--- config.mk ---
export PLATFORM = sky130hd
export DESIGN_NAME = dma_ctl_slave
export DESIGN_NICKNAME = d
export VERILOG_FILES = /design/src/rtl/dma_ctl_pkg.sv /design/src/rtl/dma_ctl_decode.sv /design/src/rtl/dma_ctl_regs.sv /design/src/rtl/dma_ctl_mover.sv /design/src/rtl/dma_ctl_slave.sv
export SDC_FILE = /design/constraint.sdc
export NUM_CORES = 1
export LEC_CHECK = 0
export BUFFER_PORTS_ARGS = -buffer_cell sky130_fd_sc_hd__buf_4
export CAP_MARGIN = 0
export CORE_ASPECT_RATIO = 1.25
export CORE_UTILIZATION = 56
export DETAILED_ROUTE_END_ITERATION = 12
export PLACE_DENSITY = 0.87
export SYNTH_ARGS = -nofsm -noshare
export SYNTH_HDL_FRONTEND = slang
export SYNTH_HIERARCHICAL = 1
export SYNTH_SLANG_ARGS = --single-unit
--- constraint.sdc ---
create_clock -name clk -period 5.75 [get_ports clk]
set_input_delay 1.15 -clock clk [delete_from_list [all_inputs] [get_ports clk]]
set_output_delay 1.15 -clock clk [all_outputs]
set_load 0.02 [all_outputs]
--- src/rtl/dma_ctl_pkg.sv ---
package dma_ctl_pkg;

    // status word bit positions
    localparam int ST_BUSY  = 0;
    localparam int ST_DONE  = 1;
    localparam int ST_ABORT = 3;
    localparam int ST_ERR   = 4;

    // control word command bits (byte lane 0)
    localparam int CB_START     = 0;
    localparam int CB_CLR_IRQ   = 1;
    localparam int CB_IRQ_EN    = 2;
    localparam int CB_CLR_ABORT = 3;
    localparam int CB_CLR_ERR   = 4;

    // control word field positions
    localparam int QOS_LSB  = 16;
    localparam int PROT_LSB = 20;

    typedef enum logic [1:0] {
        MV_IDLE = 2'd0,
        MV_LOAD = 2'd1,
        MV_RUN  = 2'd2,
        MV_STOP = 2'd3
    } mv_state_e;

    typedef struct packed {
        logic       start;
        logic       clr_irq;
        logic       irq_en_wr;
        logic       irq_en_val;
        logic       clr_abort;
        logic       clr_err;
        logic       abort;
        logic [3:0] qos;
        logic [2:0] prot;
    } cmd_t;

endpackage

--- src/rtl/dma_ctl_decode.sv ---
module dma_ctl_decode
    import dma_ctl_pkg::*;
#(
    parameter int         ADDR_W    = 5,
    parameter int         DATA_W    = 32,
    parameter int         NREG      = 6,
    parameter logic [7:0] ABORT_KEY = 8'h6D,
    localparam int        STRB_W    = DATA_W / 8
) (
    input  logic              fire_i,
    input  logic [ADDR_W-1:0] addr_i,
    input  logic [DATA_W-1:0] data_i,
    input  logic [STRB_W-1:0] strb_i,
    input  logic              busy_i,
    output cmd_t              cmd_o,
    output logic [NREG-1:0]   reg_we_o
);
    localparam int IDX_W = ADDR_W - 2;
    localparam logic [STRB_W-1:0] TOP_LANE = {1'b1, {(STRB_W-1){1'b0}}};

    logic [IDX_W-1:0] idx;
    logic             ctl_hit;

    assign idx     = addr_i[ADDR_W-1:2];
    assign ctl_hit = fire_i && (idx == '0);

    always_comb begin
        cmd_o      = '0;
        cmd_o.qos  = data_i[QOS_LSB +: 4];
        cmd_o.prot = data_i[PROT_LSB +: 3];
        if (ctl_hit && strb_i[0]) begin
            cmd_o.start      = data_i[CB_START] && !busy_i;
            cmd_o.clr_irq    = data_i[CB_CLR_IRQ];
            cmd_o.irq_en_wr  = 1'b1;
            cmd_o.irq_en_val = data_i[CB_IRQ_EN];
            cmd_o.clr_abort  = data_i[CB_CLR_ABORT];
            cmd_o.clr_err    = data_i[CB_CLR_ERR];
        end
        cmd_o.abort = ctl_hit && (strb_i == TOP_LANE) &&
                      (data_i[DATA_W-1 -: 8] == ABORT_KEY) && busy_i;
    end

    // register word r sits at word index r+2
    for (genvar r = 0; r < NREG; r++) begin : g_we
        assign reg_we_o[r] = fire_i && !busy_i && (idx == IDX_W'(r + 2));
    end

endmodule

--- src/rtl/dma_ctl_regs.sv ---
module dma_ctl_regs #(
    parameter int  DATA_W = 32,
    parameter int  NREG   = 6,
    localparam int STRB_W = DATA_W / 8
) (
    input  logic                        clk,
    input  logic                        rst_n,
    input  logic [NREG-1:0]             we_i,
    input  logic [DATA_W-1:0]           data_i,
    input  logic [STRB_W-1:0]           strb_i,
    output logic [NREG-1:0][DATA_W-1:0] words_o
);
    logic [NREG-1:0][DATA_W-1:0] words_d, words_q;

    for (genvar r = 0; r < NREG; r++) begin : g_reg
        for (genvar b = 0; b < STRB_W; b++) begin : g_lane
            assign words_d[r][b*8 +: 8] = (we_i[r] && strb_i[b]) ?
                                          data_i[b*8 +: 8] : words_q[r][b*8 +: 8];
        end
    end

    always_ff @(posedge clk) begin
        if (!rst_n) words_q <= '0;
        else        words_q <= words_d;
    end

    assign words_o = words_q;

endmodule

--- src/rtl/dma_ctl_mover.sv ---
module dma_ctl_mover
    import dma_ctl_pkg::*;
#(
    parameter int  LEN_W     = 64,
    parameter int  ABORT_LAT = 2,
    localparam int CNT_W     = LEN_W - 1
) (
    input  logic             clk,
    input  logic             rst_n,
    input  cmd_t             cmd_i,
    input  logic             misalign_i,
    input  logic [LEN_W-1:0] len_i,
    output logic             busy_o,
    output logic             loading_o,
    output logic             pulse_o,
    output logic             irq_o,
    output logic             done_o,
    output logic             abort_o,
    output logic             err_o,
    output logic [3:0]       qos_o,
    output logic [2:0]       prot_o
);
    typedef struct packed {
        mv_state_e        st;
        logic [CNT_W-1:0] cnt;
        logic             done;
        logic             abort;
        logic             err;
        logic             irq_en;
        logic             irq_pend;
        logic             pulse;
        logic [3:0]       qos;
        logic [2:0]       prot;
    } mv_t;

    mv_t              d, q;
    logic             fin;
    logic [CNT_W-1:0] beats;

    // word beats, rounding a partial last word up
    assign beats = CNT_W'(len_i >> 2) + CNT_W'(|len_i[1:0]);

    always_comb begin
        d       = q;
        d.pulse = 1'b0;
        fin     = 1'b0;
        if (cmd_i.clr_irq)   d.irq_pend = 1'b0;
        if (cmd_i.clr_abort) d.abort    = 1'b0;
        if (cmd_i.clr_err)   d.err      = 1'b0;
        if (cmd_i.irq_en_wr) d.irq_en   = cmd_i.irq_en_val;
        unique case (q.st)
            MV_IDLE: begin
                if (cmd_i.start) begin
                    d.st   = MV_LOAD;
                    d.done = 1'b0;
                    d.qos  = cmd_i.qos;
                    d.prot = cmd_i.prot;
                end
            end
            MV_LOAD: begin
                if (misalign_i) begin
                    fin   = 1'b1;
                    d.err = 1'b1;
                end else if (beats == '0) begin
                    fin    = 1'b1;
                    d.done = 1'b1;
                end else begin
                    d.st  = MV_RUN;
                    d.cnt = beats;
                end
            end
            MV_RUN: begin
                if (cmd_i.abort) begin
                    d.st  = MV_STOP;
                    d.cnt = CNT_W'(ABORT_LAT);
                end else if (q.cnt == CNT_W'(1)) begin
                    fin    = 1'b1;
                    d.done = 1'b1;
                end else begin
                    d.cnt = q.cnt - CNT_W'(1);
                end
            end
            MV_STOP: begin
                if (q.cnt <= CNT_W'(1)) begin
                    fin     = 1'b1;
                    d.abort = 1'b1;
                end else begin
                    d.cnt = q.cnt - CNT_W'(1);
                end
            end
            default: d.st = MV_IDLE;
        endcase
        if (fin) begin
            d.st    = MV_IDLE;
            d.pulse = 1'b1;
            if (d.irq_en) d.irq_pend = 1'b1;
        end
    end

    always_ff @(posedge clk) begin
        if (!rst_n) q <= '0;
        else        q <= d;
    end

    assign busy_o    = (q.st != MV_IDLE);
    assign loading_o = (q.st == MV_LOAD);
    assign pulse_o   = q.pulse;
    assign irq_o     = q.irq_pend;
    assign done_o    = q.done;
    assign abort_o   = q.abort;
    assign err_o     = q.err;
    assign qos_o     = q.qos;
    assign prot_o    = q.prot;

endmodule

--- src/rtl/dma_ctl_slave.sv ---
module dma_ctl_slave
    import dma_ctl_pkg::*;
#(
    parameter int         ADDR_W    = 5,
    parameter int         DATA_W    = 32,
    parameter int         ABORT_LAT = 2,
    parameter logic [7:0] ABORT_KEY = 8'h6D,
    localparam int        STRB_W    = DATA_W / 8
) (
    input  logic                clk,
    input  logic                rst_n,
    input  logic                wr_valid_i,
    output logic                wr_ready_o,
    input  logic [ADDR_W-1:0]   wr_addr_i,
    input  logic [DATA_W-1:0]   wr_data_i,
    input  logic [STRB_W-1:0]   wr_strb_i,
    output logic [DATA_W-1:0]   status_o,
    output logic                xfer_done_o,
    output logic                irq_o,
    output logic [2*DATA_W-1:0] src_addr_o,
    output logic [2*DATA_W-1:0] dst_addr_o,
    output logic [2*DATA_W-1:0] xfer_len_o,
    output logic [3:0]          qos_o,
    output logic [2:0]          prot_o
);
    localparam int NREG  = 6;
    localparam int LEN_W = 2 * DATA_W;

    logic                        fire, busy, loading;
    logic                        f_done, f_abort, f_err;
    cmd_t                        cmd;
    logic [NREG-1:0]             reg_we;
    logic [NREG-1:0][DATA_W-1:0] words;
    logic                        misalign;
    logic [DATA_W-1:0]           status_d, status_q;

    assign wr_ready_o = !loading;
    assign fire       = wr_valid_i && wr_ready_o;

    dma_ctl_decode #(
        .ADDR_W(ADDR_W), .DATA_W(DATA_W), .NREG(NREG), .ABORT_KEY(ABORT_KEY)
    ) u_decode (
        .fire_i(fire), .addr_i(wr_addr_i), .data_i(wr_data_i), .strb_i(wr_strb_i),
        .busy_i(busy), .cmd_o(cmd), .reg_we_o(reg_we)
    );

    dma_ctl_regs #(.DATA_W(DATA_W), .NREG(NREG)) u_regs (
        .clk(clk), .rst_n(rst_n), .we_i(reg_we), .data_i(wr_data_i),
        .strb_i(wr_strb_i), .words_o(words)
    );

    assign src_addr_o = {words[1], words[0]};
    assign dst_addr_o = {words[3], words[2]};
    assign xfer_len_o = {words[5], words[4]};
    assign misalign   = (|words[0][1:0]) || (|words[2][1:0]);

    dma_ctl_mover #(.LEN_W(LEN_W), .ABORT_LAT(ABORT_LAT)) u_mover (
        .clk(clk), .rst_n(rst_n), .cmd_i(cmd), .misalign_i(misalign),
        .len_i(xfer_len_o), .busy_o(busy), .loading_o(loading),
        .pulse_o(xfer_done_o), .irq_o(irq_o), .done_o(f_done),
        .abort_o(f_abort), .err_o(f_err), .qos_o(qos_o), .prot_o(prot_o)
    );

    always_comb begin
        status_d           = '0;
        status_d[ST_BUSY]  = busy;
        status_d[ST_DONE]  = f_done;
        status_d[ST_ABORT] = f_abort;
        status_d[ST_ERR]   = f_err;
    end

    always_ff @(posedge clk) begin
        if (!rst_n) status_q <= '0;
        else        status_q <= status_d;
    end

    assign status_o = status_q;

endmodule

* Word-level counts from Yosys, hierarchy flattened *
Cells that the tools add are included.
Widths: inputs -> output; s select.

word-level totals
  register bits after elaboration = 302
  memories kept = 0
  output and inout bits = 234
  ROM bits = 0
  bits of input ports = 44
  logic and storage cells = 147
  memory bits (writable) = 0
  bits in latches = 0

cells by class
  multiply operators = 0
  order comparisons = 1
  bitwise gates (word level) = 1
  add/sub/neg operators = 2
  equality and inequality tests = 21
  divide/modulo/power cells = 0
  shift-type cells = 0
  multiplexer cells = 31
  reductions and logical operators = 55

operators with widths
  operator               number
  $mux 63                3
  $pmux 63 s3            1
  $mux 66                1
  $mux 65                1
  $add 62x1->63          1
  $eq 63x1->1 const B    1
  $le 63x1->1 const B    1
  $logic_not 63->1       1
  $sub 63x1->63 const B  1
  $logic_and 1x1->1      38
  $mux 1                 18
  $eq 3x3->1 const B     4
  $ne 2x2->1 const B     6
  $reduce_and 5->1       2
  $eq 8x7->1 const B     1
  $reduce_or 2->1        4
  $eq 3x2->1 const B     2
  $mux 2                 3
  $mux 6                 1
  $pmux 1 s3             2
  $pmux 2 s3             1
  $reduce_and 6->1       1
  $reduce_bool 3->1      2
  $eq 2x2->1 const B     2
  other kinds (11)       13

* Logic depth before layout (Yosys ltp) *
  word-level depth = 10
  mapped depth = 16
  gate-level depth less buffers = 13

* Hierarchy *
Netlist, hierarchy kept.

modules (own cells, without submodules)
  module          sequential area each (sq um)  area an instance (sq um)  cells an instance  instances
  dma_ctl_regs    3,843.7                       7,043.0                   661                1
  dma_ctl_mover   1,561.5                       6,949.2                   1,008              1
  dma_ctl_slave   80.1                          336.6                     40                 1
  dma_ctl_decode  0.0                           214.0                     30                 1

* Worst setup path before layout *
OpenSTA, ideal clock, no wires.

  path kind = register to register
  start point = register u_regs.words_q (netlist bit u_regs/words_o[129])
  end point = register u_mover/q[58] (netlist bit)
  setup time = 0.119 ns
  buffers on the path = 2
  cell stages (with the launch flop) = 16
  slack = 1.162 ns
  required time = 5.631 ns
  clock period less this slack = 4.588 ns
  data arrival time = 4.470 ns
  cell sequence = dfxtp_1 or2_2 ha_1 ha_1 buf_2 nand3_1 nor4_1 mux2_2 nor4_1 o2111ai_1 or4_1 or4_4 o41ai_4 buf_2 a21oi_1 o221a_2

between the ends
  longest elaborated chain between the ends = 5
  elaborated cells between the ends (all ways) = 8
  classes of those cells = add/sub (1); eq/ne (1); mux (3); reduce/logical (3)

RTL lines
  what                                                              line                  text
  start: declaration                                                dma_ctl_regs.sv:13    logic [NREG-1:0][DATA_W-1:0] words_d, words_q;
  start signal: assignment                                          dma_ctl_regs.sv:24    else words_q <= words_d;
  $reduce_or 2->1 *                                                 dma_ctl_mover.sv:41   assign beats = CNT_W'(len_i >> 2) + CNT_W'(|len_i[1:0]);
  $add 62x1->63 *                                                   dma_ctl_mover.sv:41
  $logic_not 63->1 or $mux 65 (tied branches)                       dma_ctl_mover.sv:64   end else if (beats == '0) begin
  $ne 2x2->1 (no source line) or $mux 66 (tied branches)            --
  $reduce_and 5->1 (no source line) or $pmux 63 s3 (tied branches)  --
  end signal: assignment                                            dma_ctl_mover.sv:101  if (!rst_n) q <= '0;
  end signal: assignment                                            dma_ctl_mover.sv:102  else q <= d;
  end: declaration                                                  dma_ctl_mover.sv:36   mv_t d, q;

Every way passes the cells marked *; elsewhere a longest branch is shown, timed or not. The select of a mux whose other input is x is not followed.
A chain may end at the register's enable or synchronous reset.

* Final worst setup path *
  start point = register u_regs.words_q (netlist bit u_regs/words_o[128])
  end point = register u_mover/q[58] (netlist bit)

Same word-level chain as after synthesis.

==> metrics.cfg <==
[status]
outcome=finished clean

[placed_design]
gp_congestion=0.990
place_ws_ps=667
post_dp_cell_area_um2=16100
port_buffers=247
hpwl_um=35100

[power_and_ir_drop]
power_density_nw_per_um2=322
p_sw_mw=1.85
p_int_mw=3.67
clockPowerShare_pct=36.5
netSwitchingFraction_pct=33.5
ir_worst_vdd_mv=0.250
leakagePower_nw=7.95
combPwrFrac_pct=26.6
power_frac_seq_pct=36.8

[floorplan]
boundaryPins=278
design.die.area_um2=26600
start_util_pct=57.3
row_count=65
dieHeight_um=182
core_area_um2=25400
die_x_um=146

[clocking]
h-tree-depth=1
clk_pin_slew_ps=70
cts_tree=done
cts_resized=0
clk_latency_ps=550
post_cts_buffers=0
cts_hold_buf=0
clk_path_buf_depth=3
cts.sinks=274
root_buffer=clkbuf_16
cts_made_buffers=27

[route]
vias_per_cell=6.32
ant_nets=0
wl_per_cell_um=22.2
remaining_drc_errors=0
drt_wl_total_um=50400
vias=14308
dr.pass1.iters=6
drt-initial-drc-count=1519

[global_routing]
overflow=0
gr-usage-met2_pct=62.5
met3_usage_pct=7.18
gr-usage-met1_pct=39.8
grt.total_usage_pct=35.9
grt_pass1_wl_um=75800
grt_pass1_vias=13771
busiest_layer=met2
antenna_found_initial=0
grt_max_degree=136

[worst_setup_path]
worstSetupPathType=register to register
critPathCaptureType=register
path_max_fanout=124
setup.worst_path.start_class=register
regToRegSetupSlack_ps=540
arrival_ps=5660
reg2reg_depth=14
required_ps=6200

[logic_synthesis]
yosysWarningCount=6
synth_most_common_cell=nand2_1
syn_avg_cell_area_um2=8.36
ys.flop_type=dfxtp_1
synth_seq_cells=274
yosys.area.top_type=dfxtp_1
synth-edff-count=0
ys_seq_area_share_pct=37.7
synthArstFlopShare_pct=0
synth_top_area_share_pct=37.7
synth_area_leaders=dfxtp_1 (38%), mux2i_1 (14%), nand2_1 (8.4%)
synth.distinct_cells=75
syn-instance-count=1739
netlist_area_um2=14500
yosys-top-cells-count=nand2_1 (327), dfxtp_1 (274), mux2i_1 (198), nor2_1 (108), a21oi_1 (83)

[timing]
timing.fmax_mhz=192
setup_viol_count_final=0
fin_crit_sh_pct=90.6
skew_ps=19.6
final_max_slew_viol_count=0
worst_pin_slew_ps=1080
fin_ws_ps=538
fin_crit_ps=5210
tns_ps=0
rsz0062_at_grt=false
maxSlewHeadroom_pct=28.0
finalHoldViolCount=0

[layout]
fillerInstances=1916
seq_area_um2=5490
final_util_pct=67.6
post-route-cell-area_um2=17200
final_nets=1964
drive_gt1_share_pct=18.8
multi_input_area_um2=8190
area_growth_syn_to_layout_pct=17.9
diodes=0

[min_path]
hold_depth=2
hold_class=register to register

[run]
drv_cap=0

==> power groups by stage <==
stage               sequential [mW]  combinational (mW)  clock [mW]
floorplan                      2.09                1.07           0
global placement               2.07                1.39           0
detailed placement             2.07                1.42           0
CTS                            2.03                1.43        2.01
global route                   2.04                1.59        2.08
finish                         2.03                1.47        2.02
==> metal layers <==
layer | part of all wire [%] | up-vias
met1 | 37 | 6865
met3 | 8.7 | 196
li1 | - | 6422
met5 | 0 | -
met4 | 6.4 | 0
met2 | 48 | 825
==> stage by stage <==
step / total power [mW] / hold slack, ps / instances
after floorplan: 3.16 / 427 / 1766
after global placement: 3.46 / 446 / 2216
after detailed placement: 3.49 / 450 / 2216
after CTS: 5.47 / 459 / 2265
after global routing: 5.71 / 484 / 2265
final: 5.52 / 462 / 2265
==> final timing paths <==
path / start / to
worst max-delay path: u_regs/words_o[128]$_SDFFE_PN0P_ / u_mover/q[58]$_SDFFE_PN0P_
worst min-delay path: u_mover/done_o$_SDFFE_PN0P_ / u_mover/done_o$_SDFFE_PN0P_
worst max register to register: u_regs/words_o[128]$_SDFFE_PN0P_ / u_mover/q[58]$_SDFFE_PN0P_
worst min register to register: u_mover/done_o$_SDFFE_PN0P_ / u_mover/done_o$_SDFFE_PN0P_
==> sequential cells by signal, indices dropped and copies added (netlist names), 3 cells and up <==
name and count:
u_regs/words_o 192, u_mover/prot_o 3, u_mover/qos_o 4, u_mover/q 66, status_o 4
==> area by class of cell <==
class,count,share of cell area [%]
Multi-Input combinational cell,1332,47.7
Sequential cell,274,32.0
Timing Repair Buffer,263,11.7
Clock buffer,35,4.52
Tap cell,335,2.44
Clock inverter,14,1.36
Inverter,12,0.263
==> worst max-delay path, cell delays in order (launching register included) <==
cell and delay, ps:
dfxtp_1 350, or2_2 120, ha_1 240, ha_1 320, nand3_1 310, nor4_1 580, mux2_2 390, nor4_1 270
o2111ai_1 190, or4_1 580, or4_4 560, o41ai_4 370, buf_12 390, a21oi_1 90, o221a_2 280
==> cells by family after synthesis <==
| family | count (synthesis) | share of synthesized area [%] |
|---|---|---|
| other | 1 | 0.0258 |
| AO/OA/AOI/OAI | 252 | 10.9 |
| multiplexers | 202 | 13.9 |
| AND/OR/NAND/NOR | 773 | 25.8 |
| adder cells (fa/ha/maj) | 10 | 0.860 |
| XOR/XNOR | 67 | 4.04 |
| flip-flops | 274 | 37.7 |
| buffers and inverters | 160 | 6.74 |
==> layout by cell type, fill, tap and decap left out, types with 5 or more instances in the layout <==
cell	count
or4_1	13
o32ai_1	18
clkbuf_8	8
o31ai_1	10
nor2_1	107
o21bai_1	5
o22ai_1	39
or2_2	9
nand3_1	57
xor2_1	24
and4_1	9
inv_1	12
clkbuf_16	27
o211ai_1	10
dfxtp_1	274
a31oi_1	5
conb_1	28
ha_1	10
nand2_2	24
nand2_1	327
buf_4	260
and3_1	15
xnor2_1	43
o21ai_0	47
or3_1	20
nor4_1	32
clkinv_2	5
a21oi_1	83
nand2b_1	35
and2_1	13
mux2i_1	198
nor3_1	44
bufinv_16	6
nand4_1	41
Note: power is estimated with default switching activity, not from simulation.
